===== src/rtl/hmp_pkg.sv =====
package hmp_pkg;

    localparam int ADDR_W    = 32;
    localparam int DATA_W    = 16;
    localparam int BYTE_W    = 8;
    localparam int CTRL_W    = 3;
    localparam logic [ADDR_W-1:0] ADDR_STEP = ADDR_W'(DATA_W);

    typedef enum logic [1:0] {
        SEL_PTR_LO = 2'd0,
        SEL_PTR_HI = 2'd1,
        SEL_DATA   = 2'd2,
        SEL_CTRL   = 2'd3
    } hmp_sel_e;

    typedef struct packed {
        logic inc_wr;
        logic inc_rd;
        logic lbl;
    } hmp_ctrl_t;

    typedef struct packed {
        hmp_sel_e            sel;
        logic                wr;
        logic                ub;
        logic                lb;
        logic [DATA_W-1:0]   wdata;
    } hmp_acc_t;

    function automatic logic [DATA_W-1:0] merge_lanes(
        input logic [DATA_W-1:0] old_v,
        input logic [DATA_W-1:0] new_v,
        input logic              ub,
        input logic              lb);
        logic [DATA_W-1:0] r;
        r = old_v;
        if (ub) r[DATA_W-1:BYTE_W] = new_v[DATA_W-1:BYTE_W];
        if (lb) r[BYTE_W-1:0]      = new_v[BYTE_W-1:0];
        return r;
    endfunction

    function automatic logic starts_cycle(input logic lbl, input hmp_acc_t a);
        if (!lbl)
            return ((a.sel == SEL_PTR_HI) && a.wr && a.ub) ||
                   ((a.sel == SEL_DATA) && a.ub);
        else
            return ((a.sel == SEL_PTR_LO) && a.wr && a.lb) ||
                   ((a.sel == SEL_DATA) && a.lb);
    endfunction

endpackage


===== src/rtl/hmp_decode.sv =====
module hmp_decode
    import hmp_pkg::*;
(
    input  logic      acc_valid,
    input  hmp_acc_t  acc,
    input  hmp_ctrl_t ctrl,
    output logic      start,
    output logic      start_wr,
    output logic      pre_inc
);
    logic is_data;

    always_comb begin
        is_data  = (acc.sel == SEL_DATA);
        start    = acc_valid && starts_cycle(ctrl.lbl, acc);
        start_wr = start && is_data && acc.wr;
        pre_inc  = start && is_data && !acc.wr && ctrl.inc_rd;
    end
endmodule


===== src/rtl/hmp_regs.sv =====
module hmp_regs
    import hmp_pkg::*;
(
    input  logic               clk,
    input  logic               rst,
    input  logic               acc_valid,
    input  hmp_acc_t           acc,
    input  logic               pre_inc,
    input  logic               post_inc,
    input  logic               rd_done,
    input  logic [DATA_W-1:0]  rd_data,
    output logic [ADDR_W-1:0]  ptr,
    output logic [DATA_W-1:0]  data,
    output hmp_ctrl_t          ctrl,
    output logic [DATA_W-1:0]  rdata
);
    localparam int HALF = ADDR_W / 2;

    always_ff @(posedge clk) begin
        if (rst) begin
            ptr  <= '0;
            data <= '0;
            ctrl <= '0;
        end else begin
            if (acc_valid && acc.wr) begin
                unique case (acc.sel)
                    SEL_PTR_LO: ptr[HALF-1:0]      <= merge_lanes(ptr[HALF-1:0], acc.wdata, acc.ub, acc.lb);
                    SEL_PTR_HI: ptr[ADDR_W-1:HALF] <= merge_lanes(ptr[ADDR_W-1:HALF], acc.wdata, acc.ub, acc.lb);
                    SEL_DATA:   data <= merge_lanes(data, acc.wdata, acc.ub, acc.lb);
                    SEL_CTRL:   if (acc.lb) ctrl <= hmp_ctrl_t'(acc.wdata[CTRL_W-1:0]);
                    default: ;
                endcase
            end
            if (pre_inc || post_inc) ptr <= ptr + ADDR_STEP;
            if (rd_done) data <= rd_data;
        end
    end

    always_comb begin
        unique case (acc.sel)
            SEL_PTR_LO: rdata = ptr[HALF-1:0];
            SEL_PTR_HI: rdata = ptr[ADDR_W-1:HALF];
            SEL_DATA:   rdata = data;
            default:    rdata = {{(DATA_W-CTRL_W){1'b0}}, ctrl};
        endcase
    end

    a_r7_pre_inc: assert property (@(posedge clk) disable iff (rst)
        pre_inc |=> ptr == $past(ptr) + ADDR_STEP);
    a_r6_refill: assert property (@(posedge clk) disable iff (rst)
        rd_done |=> data == $past(rd_data));
    a_r2_ctrl_upper_only: assert property (@(posedge clk) disable iff (rst)
        (acc_valid && acc.wr && acc.sel == SEL_CTRL && !acc.lb) |=> $stable(ctrl));
endmodule


===== src/rtl/hmp_cycle.sv =====
module hmp_cycle
    import hmp_pkg::*;
(
    input  logic clk,
    input  logic rst,
    input  logic start,
    input  logic start_wr,
    input  logic mem_ack,
    output logic busy,
    output logic is_wr,
    output logic rd_done,
    output logic wr_done
);
    typedef enum logic [1:0] {CYC_IDLE, CYC_RD, CYC_WR} cyc_e;
    cyc_e state;

    always_ff @(posedge clk) begin
        if (rst) begin
            state <= CYC_IDLE;
        end else begin
            unique case (state)
                CYC_IDLE: if (start) state <= start_wr ? CYC_WR : CYC_RD;
                CYC_RD, CYC_WR: if (mem_ack) state <= CYC_IDLE;
                default: state <= CYC_IDLE;
            endcase
        end
    end

    always_comb begin
        busy    = (state != CYC_IDLE);
        is_wr   = (state == CYC_WR);
        rd_done = (state == CYC_RD) && mem_ack;
        wr_done = (state == CYC_WR) && mem_ack;
    end

    a_r9_hold: assert property (@(posedge clk) disable iff (rst)
        (busy && !mem_ack) |=> busy);
    a_r9_no_start_busy: assert property (@(posedge clk) disable iff (rst)
        busy |-> !start);
    a_r9_release: assert property (@(posedge clk) disable iff (rst)
        (busy && mem_ack) |=> !busy);
endmodule


===== src/rtl/host_mem_port.sv =====
module host_mem_port
    import hmp_pkg::*;
(
    input  logic               clk,
    input  logic               rst,
    input  logic               host_req,
    input  logic [1:0]         host_sel,
    input  logic               host_wr,
    input  logic               host_ub,
    input  logic               host_lb,
    input  logic [DATA_W-1:0]  host_wdata,
    output logic [DATA_W-1:0]  host_rdata,
    output logic               host_ready,
    output logic               mem_req,
    output logic               mem_we,
    output logic [ADDR_W-1:0]  mem_addr,
    output logic [DATA_W-1:0]  mem_wdata,
    input  logic [DATA_W-1:0]  mem_rdata,
    input  logic               mem_ack
);
    hmp_acc_t  acc;
    hmp_ctrl_t ctrl;
    logic      acc_valid, start, start_wr, pre_inc;
    logic      busy, is_wr, rd_done, wr_done, post_inc;
    logic [ADDR_W-1:0] ptr;
    logic [DATA_W-1:0] data;

    always_comb begin
        acc.sel   = hmp_sel_e'(host_sel);
        acc.wr    = host_wr;
        acc.ub    = host_ub;
        acc.lb    = host_lb;
        acc.wdata = host_wdata;
        acc_valid = host_req && !busy;
        post_inc  = wr_done && ctrl.inc_wr;
    end

    hmp_decode u_decode (
        .acc_valid(acc_valid), .acc(acc), .ctrl(ctrl),
        .start(start), .start_wr(start_wr), .pre_inc(pre_inc));

    hmp_regs u_regs (
        .clk(clk), .rst(rst), .acc_valid(acc_valid), .acc(acc),
        .pre_inc(pre_inc), .post_inc(post_inc), .rd_done(rd_done),
        .rd_data(mem_rdata), .ptr(ptr), .data(data), .ctrl(ctrl),
        .rdata(host_rdata));

    hmp_cycle u_cycle (
        .clk(clk), .rst(rst), .start(start), .start_wr(start_wr),
        .mem_ack(mem_ack), .busy(busy), .is_wr(is_wr),
        .rd_done(rd_done), .wr_done(wr_done));

    assign host_ready = !busy;
    assign mem_req    = busy;
    assign mem_we     = is_wr;
    assign mem_addr   = ptr;
    assign mem_wdata  = data;

    a_r9_stable_addr: assert property (@(posedge clk) disable iff (rst)
        (mem_req && !mem_ack) |=> $stable(mem_addr) && $stable(mem_wdata) && $stable(mem_we));
    a_r9_ready_after_ack: assert property (@(posedge clk) disable iff (rst)
        (mem_req && mem_ack) |=> host_ready);
    a_r8_post_inc: assert property (@(posedge clk) disable iff (rst)
        (mem_req && mem_we && mem_ack && ctrl.inc_wr) |=> mem_addr == $past(mem_addr) + ADDR_STEP);
    a_r5_idle_no_req: assert property (@(posedge clk) disable iff (rst)
        (host_ready && !(host_req && starts_cycle(ctrl.lbl, acc))) |=> !mem_req);
endmodule


===== config.mk =====
export PLATFORM = sky130hd
export DESIGN_NAME = host_mem_port
export DESIGN_NICKNAME = d
export VERILOG_FILES = /design/src/rtl/hmp_pkg.sv /design/src/rtl/hmp_decode.sv /design/src/rtl/hmp_regs.sv /design/src/rtl/hmp_cycle.sv /design/src/rtl/host_mem_port.sv
export SDC_FILE = /design/constraint.sdc
export NUM_CORES = 1
export LEC_CHECK = 0
export BUFFER_PORTS_ARGS = -buffer_cell sky130_fd_sc_hd__buf_2
export CORE_MARGIN = 2
export CORE_UTILIZATION = 47
export CTS_CLUSTER_DIAMETER = 30
export DETAILED_ROUTE_END_ITERATION = 16
export PLACE_DENSITY = 0.84
export SLEW_MARGIN = 25
export SYNTH_ARGS = -nofsm -noshare
export SYNTH_HDL_FRONTEND = slang
export SYNTH_SLANG_ARGS = --single-unit
export TNS_END_PERCENT = 5

===== constraint.sdc =====
create_clock -name clk -period 2.3 [get_ports clk]
set_input_delay 0 -clock clk [delete_from_list [all_inputs] [get_ports clk]]
set_output_delay 0 -clock clk [all_outputs]
set_load 0.01 [all_outputs]

# Word-level counts from Yosys, hierarchy flattened
# Index checks and enable logic that the tools add are counted.
[totals] reg_bits=53 latch_bits=0 mem_bits_rw=0 rom_bits=0 in_bits=41 output_inout_bits=67 word_cells=75 memories=0
[op_classes] addsub=1 n_mul=0 div_mod_pow=0 order_cmp=0 n_eq_ne=7 shift=0 mux=15 bitwise=0 n_reduce_logical=42
[op_table] cell="two-way mux 16 bit" n=5
[op_table] cell="two-way mux 32 bit" n=2
[op_table] cell="case mux 16 bit (3 select lines)" n=1
[op_table] cell="adder 32 x 5 -> 32 bit (second input constant)" n=1
[op_table] cell="AND reduction 3 bit" n=7
[op_table] cell="nonzero test 2 bit" n=10
[op_table] cell="logical AND 1 bit" n=16
[op_table] cell="two-way mux 8 bit" n=2
[op_table] cell="== test 2 bit (second input constant)" n=3
[op_table] cell="two-way mux 2 bit" n=3
[op_table] cell="== test 2 x 1 -> 1 bit (second input constant)" n=2
[op_table] cell="zero test 2 bit" n=2
[op_table] cell="inequality test 2 bit (second input constant)" n=2
[op_table] cell="case mux 2 bit (2 select lines)" n=1
[op_table] cell="logical OR 1 bit" n=3
[op_table] cell="zero test 1 bit" n=2
[op_table] cell="AND reduction 2 bit" n=1
[op_table] cell="OR reduction 2 bit" n=1
[op_table] cell="two-way mux 1 bit" n=1

# Depth between registers and ports, before layout
# Gate-level depths: netlist of the first run.
[depth] word_depth=12 ltp_mapped=9 mapped_depth_nobuf=7

# Cells and area by module
# From an unflattened synthesis of the first run, not the netlist that was laid out.
[hier_totals] cells_unflattened=403 area_unflattened_um2=3326.9
[modules_own_cells] module="hmp_regs" instances=1 cells_each=370 area_each_um2=3078.0 seq_area_each_um2=1021.0
[modules_own_cells] module="hmp_cycle" instances=1 cells_each=18 area_each_um2=151.4 seq_area_each_um2=40.0
[modules_own_cells] module="hmp_decode" instances=1 cells_each=12 area_each_um2=81.3 seq_area_each_um2=0.0
[modules_own_cells] module="host_mem_port" instances=1 cells_each=3 area_each_um2=16.3 seq_area_each_um2=0.0

# Least setup slack after synthesis of the first run
# Ideal clock, no wire load.
[synth_timing] path_type="flip-flop to flip-flop" from="register u_cycle.state[0]" to="register u_regs.ptr[22]" setup_ns=0.103 arrival_ns=2.133 required_time_ns=2.197 slack_ns=0.063 stages_incl_launch_ff=9 path_buffers=1 synth_period_minus_slack_ns=2.237 cell_sequence="dfxtp_1 > inv_1 > ha_1 > and4b_2 > o2111ai_4 > buf_6 > a211o_4 > o21a_1 > a2111oi_2"
[synth_between] elab_chain_len=10 elab_cells_between_ends=17 classes_between="eq/ne (1); mux (1); reduce/logical (15)"
[synth_rtl] item="start: declaration" line="hmp_cycle.sv:15" source="cyc_e state;"
[synth_rtl] item="start signal: assignment" line="hmp_cycle.sv:22" source="CYC_IDLE: if (start) state <= start_wr ? CYC_WR : CYC_RD;"
[synth_rtl] item="nonzero test 2 bit *" line="hmp_cycle.sv:30" source="busy = (state != CYC_IDLE);"
[synth_rtl] item="zero test 1 bit *"
[synth_rtl] item="via host_ready" line="host_mem_port.sv:13" source="output logic host_ready,"
[synth_rtl] item="logical AND 1 bit *" line="host_mem_port.sv:34" source="acc_valid = host_req && !busy;"
[synth_rtl] item="logical AND 1 bit" line="hmp_decode.sv:15" source="start = acc_valid && starts_cycle(ctrl.lbl, acc);"
[synth_rtl] item="logical AND 1 bit (3 in series)" line="hmp_decode.sv:17" source="pre_inc = start && is_data && !acc.wr && ctrl.inc_rd;"
[synth_rtl] item="logical OR 1 bit" line="hmp_regs.sv:34" source="if (pre_inc || post_inc) ptr <= ptr + ADDR_STEP;"
[synth_rtl] item="nonzero test 2 bit (no source line)"
[synth_rtl] item="AND reduction 3 bit (no source line)"
[synth_rtl] item="end signal: indexed assignment" line="hmp_regs.sv:27" source="SEL_PTR_LO: ptr[HALF-1:0] <= merge_lanes(ptr[HALF-1:0], acc.wdata, acc.ub, acc.lb);"
[synth_rtl] item="end signal: indexed assignment" line="hmp_regs.sv:28" source="SEL_PTR_HI: ptr[ADDR_W-1:HALF] <= merge_lanes(ptr[ADDR_W-1:HALF], acc.wdata, acc.ub, acc.lb);"
[synth_rtl] item="end signal: assignment" line="hmp_regs.sv:34"
[synth_rtl] item="end: declaration" line="hmp_regs.sv:12" source="output logic [ADDR_W-1:0] ptr,"
# The timed path passes the listed nets; every way through them passes the cells marked *.
# A chain may end at the register's enable or synchronous reset.

# Worst setup path in the final report of the first run
[layout_timing] from="register u_cycle.state[0]" to="register u_regs.data[8]"
[layout_between] elab_chain_len=6 elab_cells_between_ends=11 classes_between="eq/ne (1); mux (1); reduce/logical (9)"
[layout_rtl] item="nonzero test 2 bit" line="hmp_cycle.sv:30"
[layout_rtl] item="zero test 1 bit" line="host_mem_port.sv:34"
[layout_rtl] item="logical AND 1 bit" line="host_mem_port.sv:34"
[layout_rtl] item="logical AND 1 bit" line="hmp_regs.sv:25" source="if (acc_valid && acc.wr) begin"
[layout_rtl] item="nonzero test 2 bit (no source line)"
[layout_rtl] item="AND reduction 3 bit (no source line)"
[layout_rtl] item="end signal: assignment" line="hmp_regs.sv:29" source="SEL_DATA: data <= merge_lanes(data, acc.wdata, acc.ub, acc.lb);"
[layout_rtl] item="end signal: assignment" line="hmp_regs.sv:35" source="if (rd_done) data <= rd_data;"
[layout_rtl] item="end: declaration" line="hmp_regs.sv:13" source="output logic [DATA_W-1:0] data,"
# Several ways; a longest one is shown, not always the timed one.

==> results of run 1 <==
## metrics by stage
step	util (%)	setup slack, ns	std cells
6_report	67.9	0.0880	675
5_1_grt	67.9	0.000170	675
4_1_cts	67.1	0.0435	671
3_5_place_dp	60.7	0.154	632
3_3_place_gp	60.7	0.256	632
2_1_floorplan	-	0.0635	425
## area by class of cell
class | count | share of cell area [%]
Clock buffer | 5 | 1.48
Clock inverter | 3 | 1.40
Inverter | 11 | 0.886
Multi-Input combinational cell | 331 | 46.1
Sequential cell | 53 | 22.8
Tap cell | 96 | 2.58
Timing Repair Buffer | 176 | 24.8
## cells by family after synthesis
kind of cell | count (synthesis)
AOI/OAI and AO/OA | 121
buffers and inverters | 41
muxes | 23
DFF | 53
adders and majority gates | 4
and+or+nand+nor | 183
## flip-flops by register name, summed over array words and instances, names as in the netlist
name / count
u_regs.ctrl: 3
u_regs.ptr: 32
u_regs.data: 16
u_cycle.state: 2
## power breakdown
part           internal, mW  leakage [nW]  switching (mW)  total (mW)
Sequential            0.942         0.429          0.0261       0.968
Clock                 0.433        0.0681           0.329       0.762
Combinational         0.155          1.47           0.189       0.343
Total                  1.53          1.97           0.544        2.07
## cell usage in the layout (no fill, tap or decap), types with 6 or more instances in the layout
| master | instances |
|---|---|
| sky130_fd_sc_hd__buf_4 | 36 |
| sky130_fd_sc_hd__nand2b_1 | 8 |
| sky130_fd_sc_hd__nand2_1 | 54 |
| sky130_fd_sc_hd__mux2i_1 | 18 |
| sky130_fd_sc_hd__a211oi_1 | 6 |
| sky130_fd_sc_hd__or4_1 | 7 |
| sky130_fd_sc_hd__buf_2 | 107 |
| sky130_fd_sc_hd__o21bai_1 | 6 |
| sky130_fd_sc_hd__a21oi_1 | 26 |
| sky130_fd_sc_hd__nand3_1 | 33 |
| sky130_fd_sc_hd__nor2_1 | 31 |
| sky130_fd_sc_hd__dlygate4sd3_1 | 28 |
| sky130_fd_sc_hd__inv_1 | 11 |
| sky130_fd_sc_hd__nand4_1 | 8 |
| sky130_fd_sc_hd__a311oi_1 | 23 |
| sky130_fd_sc_hd__nor3_1 | 11 |
| sky130_fd_sc_hd__dfxtp_1 | 53 |
| sky130_fd_sc_hd__o21ai_0 | 24 |
## critical path: stages (launching register included)
cell	delay, ns
sky130_fd_sc_hd__dfxtp_1	0.34
sky130_fd_sc_hd__inv_1	0.10
sky130_fd_sc_hd__ha_1	0.18
sky130_fd_sc_hd__buf_4	0.14
sky130_fd_sc_hd__nand4_1	0.18
sky130_fd_sc_hd__o21ai_2	0.19
sky130_fd_sc_hd__buf_6	0.16
sky130_fd_sc_hd__nor2_1	0.05
sky130_fd_sc_hd__a311oi_1	0.24
sky130_fd_sc_hd__dlygate4sd3_1	0.58
## metal layers
layer | GRT usage, % | up-vias | share of wire (%)
met5 | 0 | - | 0
met4 | 12.1 | 0 | 3.2
met3 | 7.00 | 48 | 11
met2 | 48.8 | 293 | 46
met1 | 41.8 | 1971 | 40
li1 | - | 1921 | -
## path summary, 6_finish.rpt
kind / from / end / cells past startpoint
hold reg to reg: u_regs.ptr[1]$_SDFFE_PP0P_ / u_regs.ptr[1]$_SDFFE_PP0P_ / 2
hold / removal: host_wdata[11] / u_regs.data[11]$_SDFFE_PP0P_ / 3
setup / recovery: u_cycle.state[0]$_SDFFE_PP0P_ / u_regs.data[8]$_SDFFE_PP0P_ / 9
setup reg to reg: u_cycle.state[0]$_SDFFE_PP0P_ / u_regs.data[8]$_SDFFE_PP0P_ / 9
## what timing repair did
item / 4_1_cts / 5_1_grt
gates resized for setup: 0 / 6
hold buffers: 31 / 0
hold endpoints to repair: 26 / 0
setup endpoints to repair: 0 / 7
setup buffers: 0 / 4
==> results.json, run 1 <==
{
  "status": "finished clean",
  "worst_case_vdd_ir_drop_mv": 0.351,
  "slew_violations": 0,
  "slew_headroom_pct": 42.5,
  "number_of_global_route_vias_before_repair": 3842,
  "layout-drive-gt1-share_pct": 29.9,
  "post-route-drc-count": 0,
  "crit_path_end_kind": "flop",
  "grt_usage_pct": 31.2,
  "drtAntennaViolNets": 0,
  "finalHoldViolCount": 0,
  "antenna_found_initial": 0,
  "cts-buffers-inserted": 5,
  "floorplan.die.width_um": 88.8,
  "multi_input_gate_area_in_the_final_layout_mm2": 0.00215,
  "grt_setup_unrepaired": "no",
  "total_power_per_unit_cell_area_mw_per_mm2": 445,
  "muxShareOfSynthArea_pct": 8.00,
  "largest_family_of_logic_cells_by_synthesized_area": "simple AND/OR/NAND/NOR gates",
  "worstPathArrival_ns": 2.48,
  "insertedDiodeCount": 0,
  "avgViaCountPerCell": 6.27,
  "synthesis.area_per_instance_um2": 7.95,
  "synth.yosys.seq_area_share_pct": 31.4,
  "grt_pass1_wl_um": 19100,
  "crit_path_start_kind": "flop",
  "later_pin_clock_latency_in_the_skew_report_ns": 0.32,
  "most_instantiated_cells_after_synthesis": "sky130_fd_sc_hd__nand2_1 (54), sky130_fd_sc_hd__dfxtp_1 (53), sky130_fd_sc_hd__nand3_1 (33), sky130_fd_sc_hd__nor2_1 (31), sky130_fd_sc_hd__a21oi_1 (26)",
  "hold-worst-slack_ns": 0.0171,
  "pin_count_of_the_biggest_net_entering_global_routing": 54,
  "synth_compound_area_share_pct": 26.5,
  "postSynthNetCount": 470,
  "drt_first_pass_iters": 7,
  "syn-instance-count": 425,
  "setup_tns_ns": 0,
  "area_of_the_die_mm2": 0.00788,
  "layout-area-overhead-vs-synth_pct": 37.9,
  "min_period_ns": 2.21,
  "post-synth-top-area-cell": "sky130_fd_sc_hd__dfxtp_1",
  "total_number_of_nets_in_the_final_design": 623,
  "routabilityCongestion": 0.940,
  "synth_enable_flop_cells": 0,
  "dpl.hpwl_um": 8780,
  "synthArstFlopShare_pct": 0,
  "seq_area_mm2": 0.00106,
  "routed_wl_um": 12500,
  "routedWlPerCell_um": 18.6,
  "synth_area_mm2": 0.00338,
  "placement.io_buffers": 107,
  "synth.ff_latch_count": 53,
  "final.setup_skew_ns": 0.0106,
  "synth-warning-count": 0,
  "top_level_ports": 108,
  "post_synth_num_cell_types": 58,
  "setup.worst_path.class": "flop to flop",
  "fp.coreArea_mm2": 0.00687,
  "fillCellCount": 532,
  "tritoncts": "done",
  "crit_path_max_fanout": 14,
  "gr-total-overflow": 0,
  "htree_levels": 2,
  "rrSetupSlack_ns": 0.09,
  "chipHeight_um": 88.8,
  "fin_crit_sh_pct": 96.2,
  "required_ns": 2.57,
  "yosys.area_share.adder_pct": 1.48,
  "synth_simple_gate_area_share_pct": 27.4,
  "clkSlewWorstSetupHoldPaths_ns": 0.10,
  "drt_iter0_markers": 505,
  "worst_hold_path_class": "input pin to flop",
  "placement_rows": 30,
  "postPlaceCellArea_mm2": 0.00417,
  "floorplan.initialDensity_pct": 49.2,
  "synth_most_common_cell": "sky130_fd_sc_hd__nand2_1",
  "overall_power_mw": 2.07,
  "fmaxAchievable_ghz": 0.452,
  "power.leakage_nw": 1.97,
  "setup-violations-final": 0,
  "synth_largest_type_area_fraction_pct": 31.4,
  "clock-sinks": 53,
  "max_cap_viol_count": 0,
  "post_synth_xor_area_fraction_pct": 0,
  "vias": 4233,
  "cts.path.max_buffers": 2,
  "cts-root-buf": "sky130_fd_sc_hd__clkbuf_8",
  "synth_top_flop_cell": "sky130_fd_sc_hd__dfxtp_1",
  "final_std_cell_area_no_fill_mm2": 0.00466,
  "synth_area_leaders": "sky130_fd_sc_hd__dfxtp_1 (31%), sky130_fd_sc_hd__nand2_1 (6.0%), sky130_fd_sc_hd__a311oi_1 (6.0%), sky130_fd_sc_hd__mux2i_1 (5.3%), sky130_fd_sc_hd__nand3_1 (4.9%)",
  "worst_pin_slew_ns": 0.862
}
(Power assumes the default switching activity.)
==> run 2, diff against run 1 <==
==> constraint.sdc (replaced) <==
create_clock -name clk -period 2.3 [get_ports clk]
set_input_delay 0.115 -clock clk [delete_from_list [all_inputs] [get_ports clk]]
set_output_delay 0.115 -clock clk [all_outputs]
set_load 0.01 [all_outputs]
==> run 2 against run 1 <==
Against the previous run: sequential power about the same; core utilization down 5.4 points; routed wire length down 4.4%; combinational power down 13%; worst setup slack better by 0.069 ns; largest power group unchanged; count of clock-buffer cells in the layout unchanged; global-route usage down 1.1 points; sequential share of layout area up 2.0 points; hold slack better by 0.056 ns; highest routed layer unchanged; cell count down 4.4%.
==> results.json, run 2 (synthesis results as in run 1) <==
{
  "post-route-drc-count": 0,
  "layout-drive-gt1-share_pct": 31.3,
  "pin_count_of_the_biggest_net_entering_global_routing": 28,
  "largest_registers": "u_regs.ptr (32), u_regs.data (16), u_regs.ctrl (3)",
  "postPlaceCellArea_mm2": 0.00421,
  "final_std_cell_area_no_fill_mm2": 0.00429,
  "setup.worst_path.class": "flop to flop",
  "worstHoldPathCells": 3,
  "area_of_the_die_mm2": 0.00788,
  "later_pin_clock_latency_in_the_skew_report_ns": 0.31,
  "avgViaCountPerCell": 6.34,
  "rrSetupSlack_ns": 0.16,
  "floorplan.die.width_um": 88.8,
  "gr-total-overflow": 0,
  "post-cts-setup-buffers": 0,
  "largest_register_ff_count": 32,
  "timing.hold.worst_endpoint": "u_regs.data[6]$_SDFFE_PP0P_",
  "grt_setup_unrepaired": "no",
  "vias": 4088,
  "routed_wl_um": 12000,
  "routedWlPerCell_um": 18.6,
  "antenna_found_initial": 0,
  "min_period_ns": 2.14,
  "cts.path.max_buffers": 2,
  "setup-violations-final": 0,
  "crit_path_start_kind": "flop",
  "chipHeight_um": 88.8,
  "cts_resized": 0,
  "cts-buffers-inserted": 5,
  "registers.top_by_ff_count": "u_regs.ptr",
  "drt_first_pass_iters": 6,
  "drtAntennaViolNets": 0,
  "clkSlewWorstSetupHoldPaths_ns": 0.11,
  "dpl.hpwl_um": 9150,
  "status": "finished clean",
  "insertedDiodeCount": 0,
  "rr_worst_depth": 7,
  "total_number_of_nets_in_the_final_design": 593,
  "max_cap_viol_count": 0,
  "required_ns": 2.51,
  "fin_crit_sh_pct": 93.2,
  "top_library_cells_by_usage_in_the_layout_fill_and_taps_aside": "sky130_fd_sc_hd__buf_2 (107), sky130_fd_sc_hd__nand2_1 (54), sky130_fd_sc_hd__dfxtp_1 (53)",
  "top_level_ports": 108,
  "clock-sinks": 53,
  "floorplan.initialDensity_pct": 49.2,
  "crit_path_end_kind": "flop",
  "overall_power_mw": 1.82,
  "number_of_global_route_vias_before_repair": 3755,
  "power.leakage_nw": 1.76,
  "worst_hold_path_class": "input pin to flop",
  "grt_usage_pct": 30.1,
  "drt_iter0_markers": 605,
  "worst_case_vdd_ir_drop_mv": 0.273,
  "placement_rows": 30,
  "reg2reg_from": "u_cycle.state[0]$_SDFFE_PP0P_",
  "cts-root-buf": "sky130_fd_sc_hd__clkbuf_8",
  "fp.coreArea_mm2": 0.00687,
  "routabilityCongestion": 0.987,
  "total_power_per_unit_cell_area_mw_per_mm2": 424,
  "final.setup_skew_ns": 0.00760,
  "hold_start": "host_wdata[6]",
  "finalHoldViolCount": 0,
  "htree_levels": 2,
  "setup_tns_ns": 0,
  "slew_headroom_pct": 68.5,
  "layout.cells.most_common": "sky130_fd_sc_hd__buf_2",
  "grt_pass1_wl_um": 18500,
  "crit_path_max_fanout": 9,
  "layout-area-overhead-vs-synth_pct": 27.0,
  "placement.io_buffers": 107,
  "tritoncts": "done",
  "worst_r2r_endpoint": "u_regs.ptr[22]$_SDFFE_PP0P_",
  "worst_pin_slew_ns": 0.472,
  "worstPathArrival_ns": 2.36,
  "fmaxAchievable_ghz": 0.467,
  "final_util_pct": 62.5,
  "slew_violations": 0
}
==> run 2: cell types whose count changed in the layout (fill, tap and decap cells not counted), sizes merged <==
cell | before | now
clkinvlp | 0 | 1
dlymetal6s4s | 3 | 0
buf | 145 | 146
bufinv | 2 | 0
dlygate4sd3 | 28 | 0
clkinv | 1 | 2
==> run 2: repair_timing <==
item / 4_1_cts / 5_1_grt
hold buffers: 0 / 0
endpoints found under the setup margin: 0 / 2
hold endpoints to repair: 0 / 0
==> run 2: area by class of cell <==
cell class | instances | area (µm²)
clock buffers | 5 | 68.8
clock inverters | 3 | 17.5
fillers | 613 | 2580
inverters | 11 | 41.3
multi-input cells | 331 | 2140
flip-flops and latches | 53 | 1060
well taps | 96 | 120
repair buffers | 146 | 841
==> run 2: report_power, final <==
part | internal (mW) | switching (mW) | leakage, nW
Sequential | 0.942 | 0.0253 | 0.429
Clock | 0.212 | 0.341 | 0.0439
Combinational | 0.119 | 0.181 | 1.29
==> run 2: layer usage <==
layer  vias up  GRT usage [%]  routed length (µm)
met4         0           10.7                 330
met3        40           4.66                1270
met2       261           46.7                5590
met1      1930           42.3                4800
met5         -              0                   0
li1       1857              -                   -
==> run 2: worst max path at each step <==
stage | start | end | slack (ns) | depth (start not counted)
2_1_floorplan | u_cycle.state[0]$_SDFFE_PP0P_ | u_regs.ptr[22]$_SDFFE_PP0P_ | 0.06 | 8
5_1_grt | u_cycle.state[0]$_SDFFE_PP0P_ | u_regs.ptr[29]$_SDFFE_PP0P_ | 0.02 | 8
4_1_cts | u_cycle.state[0]$_SDFFE_PP0P_ | u_regs.ptr[24]$_SDFFE_PP0P_ | 0.16 | 7
3_5_place_dp | u_cycle.state[0]$_SDFFE_PP0P_ | u_regs.ptr[22]$_SDFFE_PP0P_ | 0.19 | 7
3_3_place_gp | u_cycle.state[0]$_SDFFE_PP0P_ | u_regs.ptr[22]$_SDFFE_PP0P_ | 0.28 | 7
6_report | u_cycle.state[0]$_SDFFE_PP0P_ | u_regs.ptr[22]$_SDFFE_PP0P_ | 0.16 | 7
==> run 2: worst max-delay path, stage by stage, from the launching register on <==
cell and delay, ns:
sky130_fd_sc_hd__dfxtp_1 0.34, sky130_fd_sc_hd__inv_1 0.11, sky130_fd_sc_hd__ha_1 0.18, sky130_fd_sc_hd__and4b_2 0.28, sky130_fd_sc_hd__o2111ai_4 0.18, sky130_fd_sc_hd__a211o_4 0.43
sky130_fd_sc_hd__o21a_1 0.21, sky130_fd_sc_hd__a2111oi_2 0.32
==> run 2: through the flow <==
stage          instances  worst slack [ns]  hold slack [ns]
5_1_grt              645            0.0156           0.0792
2_1_floorplan        425            0.0635            0.251
4_1_cts              645             0.160           0.0728
3_3_place_gp         637             0.277            0.405
6_report             645             0.157           0.0735
3_5_place_dp         637             0.187            0.404
==> run 3, diff against run 2 <==
--- a/config.mk
+++ b/config.mk
@@ -10,6 +10,8 @@
 export CORE_UTILIZATION = 47
 export CTS_CLUSTER_DIAMETER = 30
 export DETAILED_ROUTE_END_ITERATION = 16
+export GPL_ROUTABILITY_DRIVEN = 0
+export GPL_TIMING_DRIVEN = 0
 export PLACE_DENSITY = 0.84
 export SLEW_MARGIN = 25
 export SYNTH_ARGS = -nofsm -noshare
==> run 3 against run 2 <==
Against the previous run: first-iteration DRC count fell by 19%; clock power rose by 23%; hold slack improved by 0.0026 ns; via count grew 1.2%; routed wire length about the same; critical endpoint unchanged; maximum frequency fell by 4.7%; combinational power about the same; sequential share of layout area is 0.53 points higher; core utilization is 0.95 points lower; non-clock buffer count decreased by 11.
==> results.json, run 3 (synthesis results as in run 1) <==
{
  "status": "finished clean",
  "gr-total-overflow": 0,
  "setup-violations-final": 0,
  "startpoint": "u_cycle.state[1]$_SDFFE_PP0P_",
  "postPlaceCellArea_mm2": 0.00403,
  "cts-buffers-inserted": 5,
  "worst_hold_path_class": "input pin to flop",
  "vias": 4139,
  "clkSlewWorstSetupHoldPaths_ns": 0.10,
  "fillCellCount": 593,
  "largest_registers": "u_regs.ptr (32), u_regs.data (16), u_regs.ctrl (3)",
  "finalHoldViolCount": 0,
  "insertedDiodeCount": 0,
  "post-route-drc-count": 0,
  "fmaxAchievable_ghz": 0.445,
  "cts.path.max_buffers": 2,
  "tritoncts": "done",
  "routedWlPerCell_um": 18.9,
  "chipHeight_um": 88.8,
  "drtAntennaViolNets": 0,
  "path_delay_family": "compound AO/OA/AOI/OAI gates",
  "top_level_ports": 108,
  "dpl.hpwl_um": 8920,
  "floorplan.die.width_um": 88.8,
  "hold_start": "host_wdata[6]",
  "power.leakage_nw": 1.66,
  "total_number_of_nets_in_the_final_design": 582,
  "crit_path_end_kind": "flop",
  "antenna_found_initial": 0,
  "clock-sinks": 53,
  "routed_wl_um": 12000,
  "fp.coreArea_mm2": 0.00687,
  "cts-root-buf": "sky130_fd_sc_hd__clkbuf_8",
  "crit_path_top_delay_cell": "sky130_fd_sc_hd__a211o_4",
  "htree_levels": 2,
  "crit_path_max_fanout": 10,
  "critical_path_buf_inv_count": 2,
  "cts_hold_repair.buffers": 0,
  "post-cts-setup-buffers": 0,
  "slew_violations": 0,
  "floorplan.initialDensity_pct": 49.2,
  "final.setup_skew_ns": 0.00915,
  "layout-area-overhead-vs-synth_pct": 25.1,
  "min_period_ns": 2.25,
  "layout.cells.most_common": "sky130_fd_sc_hd__buf_2",
  "setup.worst_path.class": "flop to flop",
  "slew_headroom_pct": 51.9,
  "registers.top_by_ff_count": "u_regs.ptr",
  "drt_first_pass_iters": 7,
  "pin_count_of_the_biggest_net_entering_global_routing": 16,
  "max_cap_viol_count": 0,
  "layout-drive-gt1-share_pct": 29.6,
  "delay_of_the_slowest_cell_on_the_worst_path_ns": 0.39,
  "placement.io_buffers": 105,
  "worst_pin_slew_ns": 0.721,
  "place.detailed.instances": 626,
  "drt_iter0_markers": 489,
  "required_ns": 2.52,
  "area_of_the_die_mm2": 0.00788,
  "grt_pass1_wl_um": 18200,
  "worstPathArrival_ns": 2.47,
  "overall_power_mw": 1.95,
  "avgViaCountPerCell": 6.53,
  "grt_usage_pct": 29.7,
  "path_cells": "inv_2, ha_4, and4b_2, o2111ai_4, buf_6, a211o_4, o21a_1, a2111oi_2",
  "final_std_cell_area_no_fill_mm2": 0.00423,
  "worst_case_vdd_ir_drop_mv": 0.196,
  "fin_crit_sh_pct": 97.8,
  "largest_register_ff_count": 32,
  "place_ws_ns": -0.250,
  "reg2reg_from": "u_cycle.state[1]$_SDFFE_PP0P_",
  "setup_ws_ns": 0.0506,
  "number_of_global_route_vias_before_repair": 3626,
  "later_pin_clock_latency_in_the_skew_report_ns": 0.32,
  "stdcell_count": 634,
  "total_power_per_unit_cell_area_mw_per_mm2": 462,
  "grt_setup_unrepaired": "yes",
  "crit_path_start_kind": "flop",
  "top_library_cells_by_usage_in_the_layout_fill_and_taps_aside": "sky130_fd_sc_hd__buf_2 (110), sky130_fd_sc_hd__nand2_1 (54), sky130_fd_sc_hd__dfxtp_1 (48)",
  "placement_rows": 30
}
run 3: cell count changes in the layout (fill, tap and decap cells not counted), sizes merged:
| cell | change |
|---|---|
| clkbuf | +22 |
| clkinv | -2 |
| buf | -31 |
| clkinvlp | -1 |
| bufinv | +1 |
run 3: what timing repair did:
item                       CTS  global route
pin swaps                    0             3
gates resized for setup      8            20
setup endpoints to repair   19            38
run 3: tightest hold or removal path, cell delays in order:
cell,delay (ns)
sky130_fd_sc_hd__buf_2,0.11
sky130_fd_sc_hd__nand2_1,0.05
sky130_fd_sc_hd__a311oi_1,0.08
run 3: stage by stage:
step | hold WS, ns | utilization, % | TNS, ns
global placement | 0.406 | 58.6 | -3.20
CTS | 0.0819 | 60.8 | -0.0124
global route | 0.0897 | 61.5 | -0.0278
detailed placement | 0.411 | 58.7 | -1.24
floorplan | 0.251 | - | 0
finish | 0.0761 | 61.5 | 0
run 3: layout make-up:
cell class | instances | area, µm² | area share [%]
Buffer | 30 | 143 | 3.37
Clock buffer | 7 | 86.3 | 2.04
Clock inverter | 1 | 30.0 | 0.710
Inverter | 11 | 41.3 | 0.977
Multi-Input combinational cell | 331 | 2210 | 52.4
Sequential cell | 53 | 1070 | 25.3
Tap cell | 96 | 120 | 2.84
Timing Repair Buffer | 105 | 526 | 12.4
run 3: worst paths after layout:
check,endpoint,slack (ns),depth (start not counted)
worst min register to register,u_regs.ptr[1]$_SDFFE_PP0P_,0.48,2
worst min-delay path,u_regs.data[6]$_SDFFE_PP0P_,0.08,3
worst max register to register,u_regs.ptr[22]$_SDFFE_PP0P_,0.05,8
worst max-delay path,u_regs.ptr[22]$_SDFFE_PP0P_,0.05,8
run 3: report_power, final:
| part | internal, mW | switching [mW] |
|---|---|---|
| sequential | 0.942 | 0.0288 |
| clock | 0.356 | 0.325 |
| combinational | 0.114 | 0.188 |
run 3: metal layers:
metal / vias up / wire length [µm] / GRT usage [%]
met5: - / 0 / 0
met4: 0 / 215 / 9.64
met3: 39 / 1370 / 5.88
met2: 299 / 5560 / 47.4
met1: 1959 / 4850 / 40.4
li1: 1842 / - / -
